==> src/rtl/pim_burst_addr_gen.sv <==
module pim_burst_addr_gen #(
  parameter int ADDR_W      = 32,
  parameter int BURST_BYTES = 32,
  parameter int BANKS       = 16,
  parameter int MAX_CNT     = 8,
  localparam int CNT_W      = $clog2(MAX_CNT + 1)
) (
  input  logic              clk,
  input  logic              rst_n,
  input  logic              start_valid,
  output logic              start_ready,
  input  logic [ADDR_W-1:0] base_addr,
  input  logic              odd_bank,
  input  logic [CNT_W-1:0]  rep_count,
  output logic              addr_valid,
  input  logic              addr_ready,
  output logic [ADDR_W-1:0] addr_out,
  output logic              barrier_req,
  input  logic              barrier_done,
  output logic              seq_done
);

  localparam int STRIDE = BURST_BYTES * BANKS;

  typedef enum logic [2:0] {S_IDLE, S_ISSUE, S_BAR, S_WAIT, S_FIN} state_t;

  state_t            state;
  logic [ADDR_W-1:0] cur;
  logic [CNT_W-1:0]  rem;
  logic [CNT_W-1:0]  eff_cnt;

  assign eff_cnt = (rep_count > CNT_W'(MAX_CNT)) ? CNT_W'(MAX_CNT) : rep_count;

  assign start_ready = (state == S_IDLE);
  assign addr_valid  = (state == S_ISSUE);
  assign barrier_req = (state == S_BAR);
  assign seq_done    = (state == S_FIN);
  assign addr_out    = cur;

  always_ff @(posedge clk) begin
    if (!rst_n) begin
      state <= S_IDLE;
      cur   <= '0;
      rem   <= '0;
    end else begin
      case (state)
        S_IDLE: if (start_valid) begin
          cur   <= base_addr + (odd_bank ? ADDR_W'(BURST_BYTES) : ADDR_W'(0));
          rem   <= eff_cnt;
          state <= (eff_cnt == '0) ? S_FIN : S_ISSUE;
        end
        S_ISSUE: if (addr_ready) begin
          cur <= cur + ADDR_W'(STRIDE);
          rem <= rem - CNT_W'(1);
          if (rem == CNT_W'(1)) state <= S_BAR;
        end
        S_BAR:  state <= S_WAIT;
        S_WAIT: if (barrier_done) state <= S_FIN;
        S_FIN:  state <= S_IDLE;
        default: state <= S_IDLE;
      endcase
    end
  end

  assert_hold_under_stall_R6: assert property (@(posedge clk) disable iff (!rst_n)
    (addr_valid && !addr_ready) |=> (addr_valid && $stable(addr_out)));

  assert_stride_step_R3: assert property (@(posedge clk) disable iff (!rst_n)
    (addr_valid && addr_ready) |=>
      (!addr_valid || addr_out == ADDR_W'($past(addr_out) + ADDR_W'(STRIDE))));

  assert_barrier_single_R7: assert property (@(posedge clk) disable iff (!rst_n)
    barrier_req |=> !barrier_req);

  assert_barrier_quiet_R7: assert property (@(posedge clk) disable iff (!rst_n)
    barrier_req |-> !addr_valid);

  assert_busy_excl_R9: assert property (@(posedge clk) disable iff (!rst_n)
    addr_valid |-> !start_ready);

  assert_ready_after_done_R8: assert property (@(posedge clk) disable iff (!rst_n)
    seq_done |=> (start_ready && !seq_done));

  assert_empty_first_R2: assert property (@(posedge clk) disable iff (!rst_n)
    (start_valid && start_ready && rep_count != '0) |=> addr_valid);

endmodule

==> config.mk <==
export PLATFORM = sky130hd
export DESIGN_NAME = pim_burst_addr_gen
export DESIGN_NICKNAME = d
export VERILOG_FILES = /design/src/rtl/pim_burst_addr_gen.sv
export SDC_FILE = /design/constraint.sdc
export NUM_CORES = 1
export LEC_CHECK = 0
export ABC_CLOCK_PERIOD_IN_PS = 2600
export BUFFER_PORTS_ARGS = -buffer_cell sky130_fd_sc_hd__buf_4
export CAP_MARGIN = 20
export CORE_MARGIN = 4
export CORE_UTILIZATION = 47
export DETAILED_ROUTE_END_ITERATION = 16
export PLACE_DENSITY = 0.77
export SYNTH_ARGS = -nofsm -noshare
export SYNTH_HDL_FRONTEND = slang
export SYNTH_SLANG_ARGS = --single-unit
export TNS_END_PERCENT = 20
==> constraint.sdc <==
create_clock -name clk -period 2.6 [get_ports clk]
set_input_delay 0.65 -clock clk [delete_from_list [all_inputs] [get_ports clk]]
set_output_delay 0.65 -clock clk [all_outputs]
set_load 0.05 [all_outputs]
After elaboration in Yosys (flattened, before gate mapping):

Cells that the tools add are included.
W data, S select, Z words.

* word-level logic and storage cells: 35
* bits in writable memories: 0
* bits in registers: 39
* bits in latches: 0
* memories: 0
* ROM bits: 0
* input bits: 42
* output and inout bits: 36

* div/mod/pow operators: 0
* shift-type cells: 0
* add/subtract/negate cells: 3
* bitwise gates (word level): 0
* equal/unequal tests: 9
* reductions and logical operators: 5
* muxes and demuxes: 14
* multipliers: 0
* $lt $le $gt $ge: 1

Operators by type and width (number)
* $mux W32: 2
* $pmux W32 S2: 1
* $add A32 B10 Y32 const B: 1
* $add A32 B6 Y32: 1
* $mux W3: 5
* $mux W4: 3
* $pmux W3 S4: 1
* $pmux W4 S2: 1
* $eq A3 B2 Y1 const B: 2
* $mux W6: 1
* $eq A4 B1 Y1 const B: 1
* $gt A4 B4 Y1 const B: 1
* $logic_not A4 Y1: 1
* $ne A2 B1 Y1 const B: 2
* $ne A2 B2 Y1 const B: 2
* $reduce_and A4 Y1: 1
* $sub A4 B1 Y4 const B: 1
* $eq A3 B1 Y1 const B: 1
* $eq A3 B3 Y1 const B: 1
* $logic_not A3 Y1: 1
* $reduce_and A3 Y1: 1
* $reduce_bool A2 Y1: 1

Logic depth before layout (Yosys ltp):

* depth in word-level cells: 6
* mapped depth: 9
* mapped depth without buffers: 7

Worst setup path before layout:

Ideal clock, no wire load.

* path type: input port to flip-flop
* start point: input port base_addr[5]
* end point: register cur[25], in the netlist addr_out[25]
* setup slack: -40 ps
* buffers on the path: 1
* arrival time: 2581 ps
* setup time: 58 ps
* data required time: 2542 ps
* cell stages on the path: 8
* path through: ha_1 ha_1 nand3_2 or4_4 buf_6 or4_1 a21oi_1 o21a_1

* longest elaborated chain between the ends: 3

Ends and longest elaborated chain
* start: declaration: line 12 `input logic [ADDR_W-1:0] base_addr,`
* $add A32 B6 Y32: line 48 `cur <= base_addr + (odd_bank ? ADDR_W'(BURST_BYTES) : ADDR_W'(0));`
* $mux W32: line 47 `S_IDLE: if (start_valid) begin`
* $pmux W32 S2: line 46 `case (state)`
* end signal: assignment: line 48
* end signal: assignment: line 53 `cur <= cur + ADDR_W'(STRIDE);`
* end: declaration: line 28 `logic [ADDR_W-1:0] cur;`

No other way between the ends. The select of a mux whose other input is x is not followed.
A chain may end at the register's enable or synchronous reset.

Final worst setup path:

Same ends and word-level chain as after synthesis.

==> reports/results.md <==
• 29.41% — Synth top area share
• 36.15% — met2 Usage GRT
• 1.161 mW — Pint
• 2655 um^2 — Syn Std Cell Area
• 39 — flip-flop and latch count after synthesis
• 502 — non-filler cells in the finished layout
• 0% — fraction of synthesis flops using an asynchronous set or reset pin
• sky130_fd_sc_hd__or4_4 — critical-path cell with the highest stage delay
• 35.33% — switching share of total power
• 39.5% — Flop pwr share
• 29.4% — Clk pwr share
• 0 — number of antenna violations at the first check in global routing
• 0.29 ns — clock latency of the later-clocked register in the worst-skew pair
• 0 ns — setup_tns
• sky130_fd_sc_hd__dfxtp_1, sky130_fd_sc_hd__nand2_1, sky130_fd_sc_hd__a21oi_1 — list of most frequent post-synthesis cells
• 2704 — via count of the first global-routing pass
• 30.05% — GR met1 Demand/Resource
• 5507 um^2 — Core Area
• 0 — total overflow reported by the global router
• 0 — endpoints failing hold
• 0 — max-slew violation total from the final report
• 22.16% — global router's overall resource usage
• 89.85% — Tcrit/Tclk final
• 15.54 um — routed wire length per instance
• input port — startpoint type of the worst setup path
• 780.7 um^2 — Register Area
• 29.41% — sequential share of the synthesized area
• 6.058 — Via-to-Cell Ratio
• 513.8 nW/um^2 — power per standard cell area
• 0.08 ns — clock transition at the register clock pins on the worst setup and hold paths after CTS
• 0.003470 ns — worst clock skew
• sky130_fd_sc_hd__dfxtp_1 — cell with the most instances after synthesis
• 5 — number of buffers created by CTS
• 0.4545 ns — final hold slack
• 1.795 mW — Final Power
• 0.6341 mW — net switching power of the design
• done — TritonCTS clock tree
• 7 — Max FO, Critical Path
• 5 — drt pass-1 iters
• 1.369 nW — leakage dissipation
• 0 — final setup violating endpoints
• 2.336 ns — Final Critical Period
• 26.05% — fraction of layout instances using a drive strength above 1
• flip-flop — nature of the critical path endpoint
• sky130_fd_sc_hd__dfxtp_1 — dominant register cell in the synthesized netlist
• 31.1% — Combinational Power Share
• 0.7122 ns — Worst-Margin Slew
• 0 — CTS Hold Buffers Added
• 0.4281 GHz — fmax
• 0 — number of enable-type register cells in the synthesized netlist
• 0 — setup fix buffers added after clock tree synthesis
• 351 — Post-Syn Instances
• met2 — most utilized layer in the global route result
• 476 — Final #Nets
• 254 — Detailed Route Iter0 Violations
• 39 — CTS sink cnt
• 53 — distinct cell type count after synthesis
• sky130_fd_sc_hd__dfxtp_1 — cell type with the highest aggregate area in the netlist
• 2.84 ns — CP required
• 0.8804 — RD Place Congestion
• buf_4 > ha_2 > ha_4 > nand3_4 > or4_4 > or4_1 > a21oi_1 > o21a_1 — Critical Path, Cell by Cell
• 494 — Placed Instances
• 2 — maximum clock path buffer count
• 12.98 mm — global-route wire length before repair
• 0.0002413 V — largest voltage drop on the vdd net
• finished clean — run status
• 31.57% — Syn-to-layout area delta
• 48.22% — initial core utilization
• 7.564 um^2 — syn avg cell area
• 78 — number of top-level design ports
• 2.58 ns — Worst Path Arrival
• 0 — diode count
• 2 — depth of the CTS H-tree
• in -> reg — startpoint-to-endpoint class of the critical path
• 83.16 um — DIE HEIGHT
• 25 — maximum number of pins on one net before global-route repair
• reg -> reg — class of the worst hold path
• 0 — number of max-capacitance violations reported
• 7.799 mm — detailed-route wire length
• 83.16 um — horizontal extent of the die
• 52.52% — relative max-transition margin
• 4.067% — Global Route met3 Usage
• sky130_fd_sc_hd__dfxtp_1, sky130_fd_sc_hd__a21oi_1, sky130_fd_sc_hd__nand2_1 — top cells by area in the synthesized netlist
• 0.57 ns — CP max stage delay
• 27 — count of standard-cell rows
• 398 — net count after synthesis
• sky130_fd_sc_hd__clkbuf_8 — CTS Root Buffer Type
• 3041 — total via count in the routed design
• 0 — remaining number of nets flagged by the antenna check after routing
• 500 — total of fill cells in the finished design
• no — setup repair after global routing missed its margin
• 0 — number of remaining DRC errors
• 6916 um^2 — area of the die
• 1788 um^2 — multi-input logic area
• 0 — Yosys warning count
• 0 — Resized Gates After CTS
• 5.840 mm — post-detailed-placement half-perimeter wirelength
• 77 — number of port buffers
final timing paths:
| check | slack (ns) | endpoint | cells after the start | startpoint |
|---|---|---|---|---|
| max | 0.26 | addr_out[25] | 8 | base_addr[5] |
| min | 0.45 | addr_out[2] | 2 | addr_out[2] |
| max reg2reg | 0.50 | addr_out[27] | 6 | addr_out[9] |
| min reg2reg | 0.45 | addr_out[2] | 2 | addr_out[2] |
final cells by class:
type                    instances  area share, %
clock buffers                   6          2.364
clock inverters                 2          1.003
inverters                       7         0.7521
multi-input cells             284          51.18
flip-flops and latches         39          22.35
well taps                      72          2.579
repair buffers                 92          19.77
power groups by stage:
stage	Combinational (mW)	Sequential [mW]	Clock, mW
2_1_floorplan	0.222	0.842	0
3_3_place_gp	0.547	0.719	0
3_5_place_dp	0.555	0.720	0
4_1_cts	0.558	0.707	0.535
5_1_grt	0.598	0.716	0.561
6_report	0.558	0.709	0.527
sequential cells by signal, summed over array words and instances (netlist names):
register  count
state         3
rem           4
addr_out     32
cells by family after synthesis:
group           synth area share (%)
fa+ha+maj                      2.356
xor+xnor                       5.938
simple gates                   32.47
flops                          29.41
compound gates                 25.54
buf+inv                        4.288
layer usage:
layer / vias up / routed length (um)
met2: 158 / 3647
met4: 0 / 76
met1: 1399 / 3449
met5: - / 0
met3: 6 / 626
li1: 1478 / -
worst max-delay path: cells and delay by family:
| kind | cells | cell delay, ns |
|---|---|---|
| buffers and inverters | 1 | 0.08 |
| AO/OA/AOI/OAI | 2 | 0.31 |
| AND/OR/NAND/NOR | 3 | 1.15 |
| adder cells (fa/ha/maj) | 2 | 0.39 |
placed cells by master (no fill, tap or decap), drive strengths merged, types with 2 or more instances in the layout:
cell type,instances
xnor2,12
o221ai,2
nor3b,7
or3,4
clkbuf,6
clkinv,2
dfxtp,39
a22oi,2
a21oi,34
nand3b,3
and3,5
o21a,6
nor4,9
and4,5
o31ai,3
o211a,3
nand3,21
nand4,13
a31oi,10
xor2,6
a211o,3
a21boi,2
inv,6
and2,5
ha,5
nor2,21
o21ai,20
nand2,38
a211oi,5
nand2b,2
or4,4
nor3,15
o31a,5
buf,92
a311oi,2
per-stage QoR:
stage / instance area [um^2] / worst slack (ns) / util (%)
floorplan: 2678 / 0.02567 / -
global placement: 3376 / -0.008297 / 61.30
detailed placement: 3376 / -0.03671 / 61.30
CTS: 3493 / 0.2637 / 63.44
global route: 3493 / 0.2075 / 63.44
finish: 3493 / 0.2639 / 63.44
Note: power is estimated with default switching activity, not from simulation.
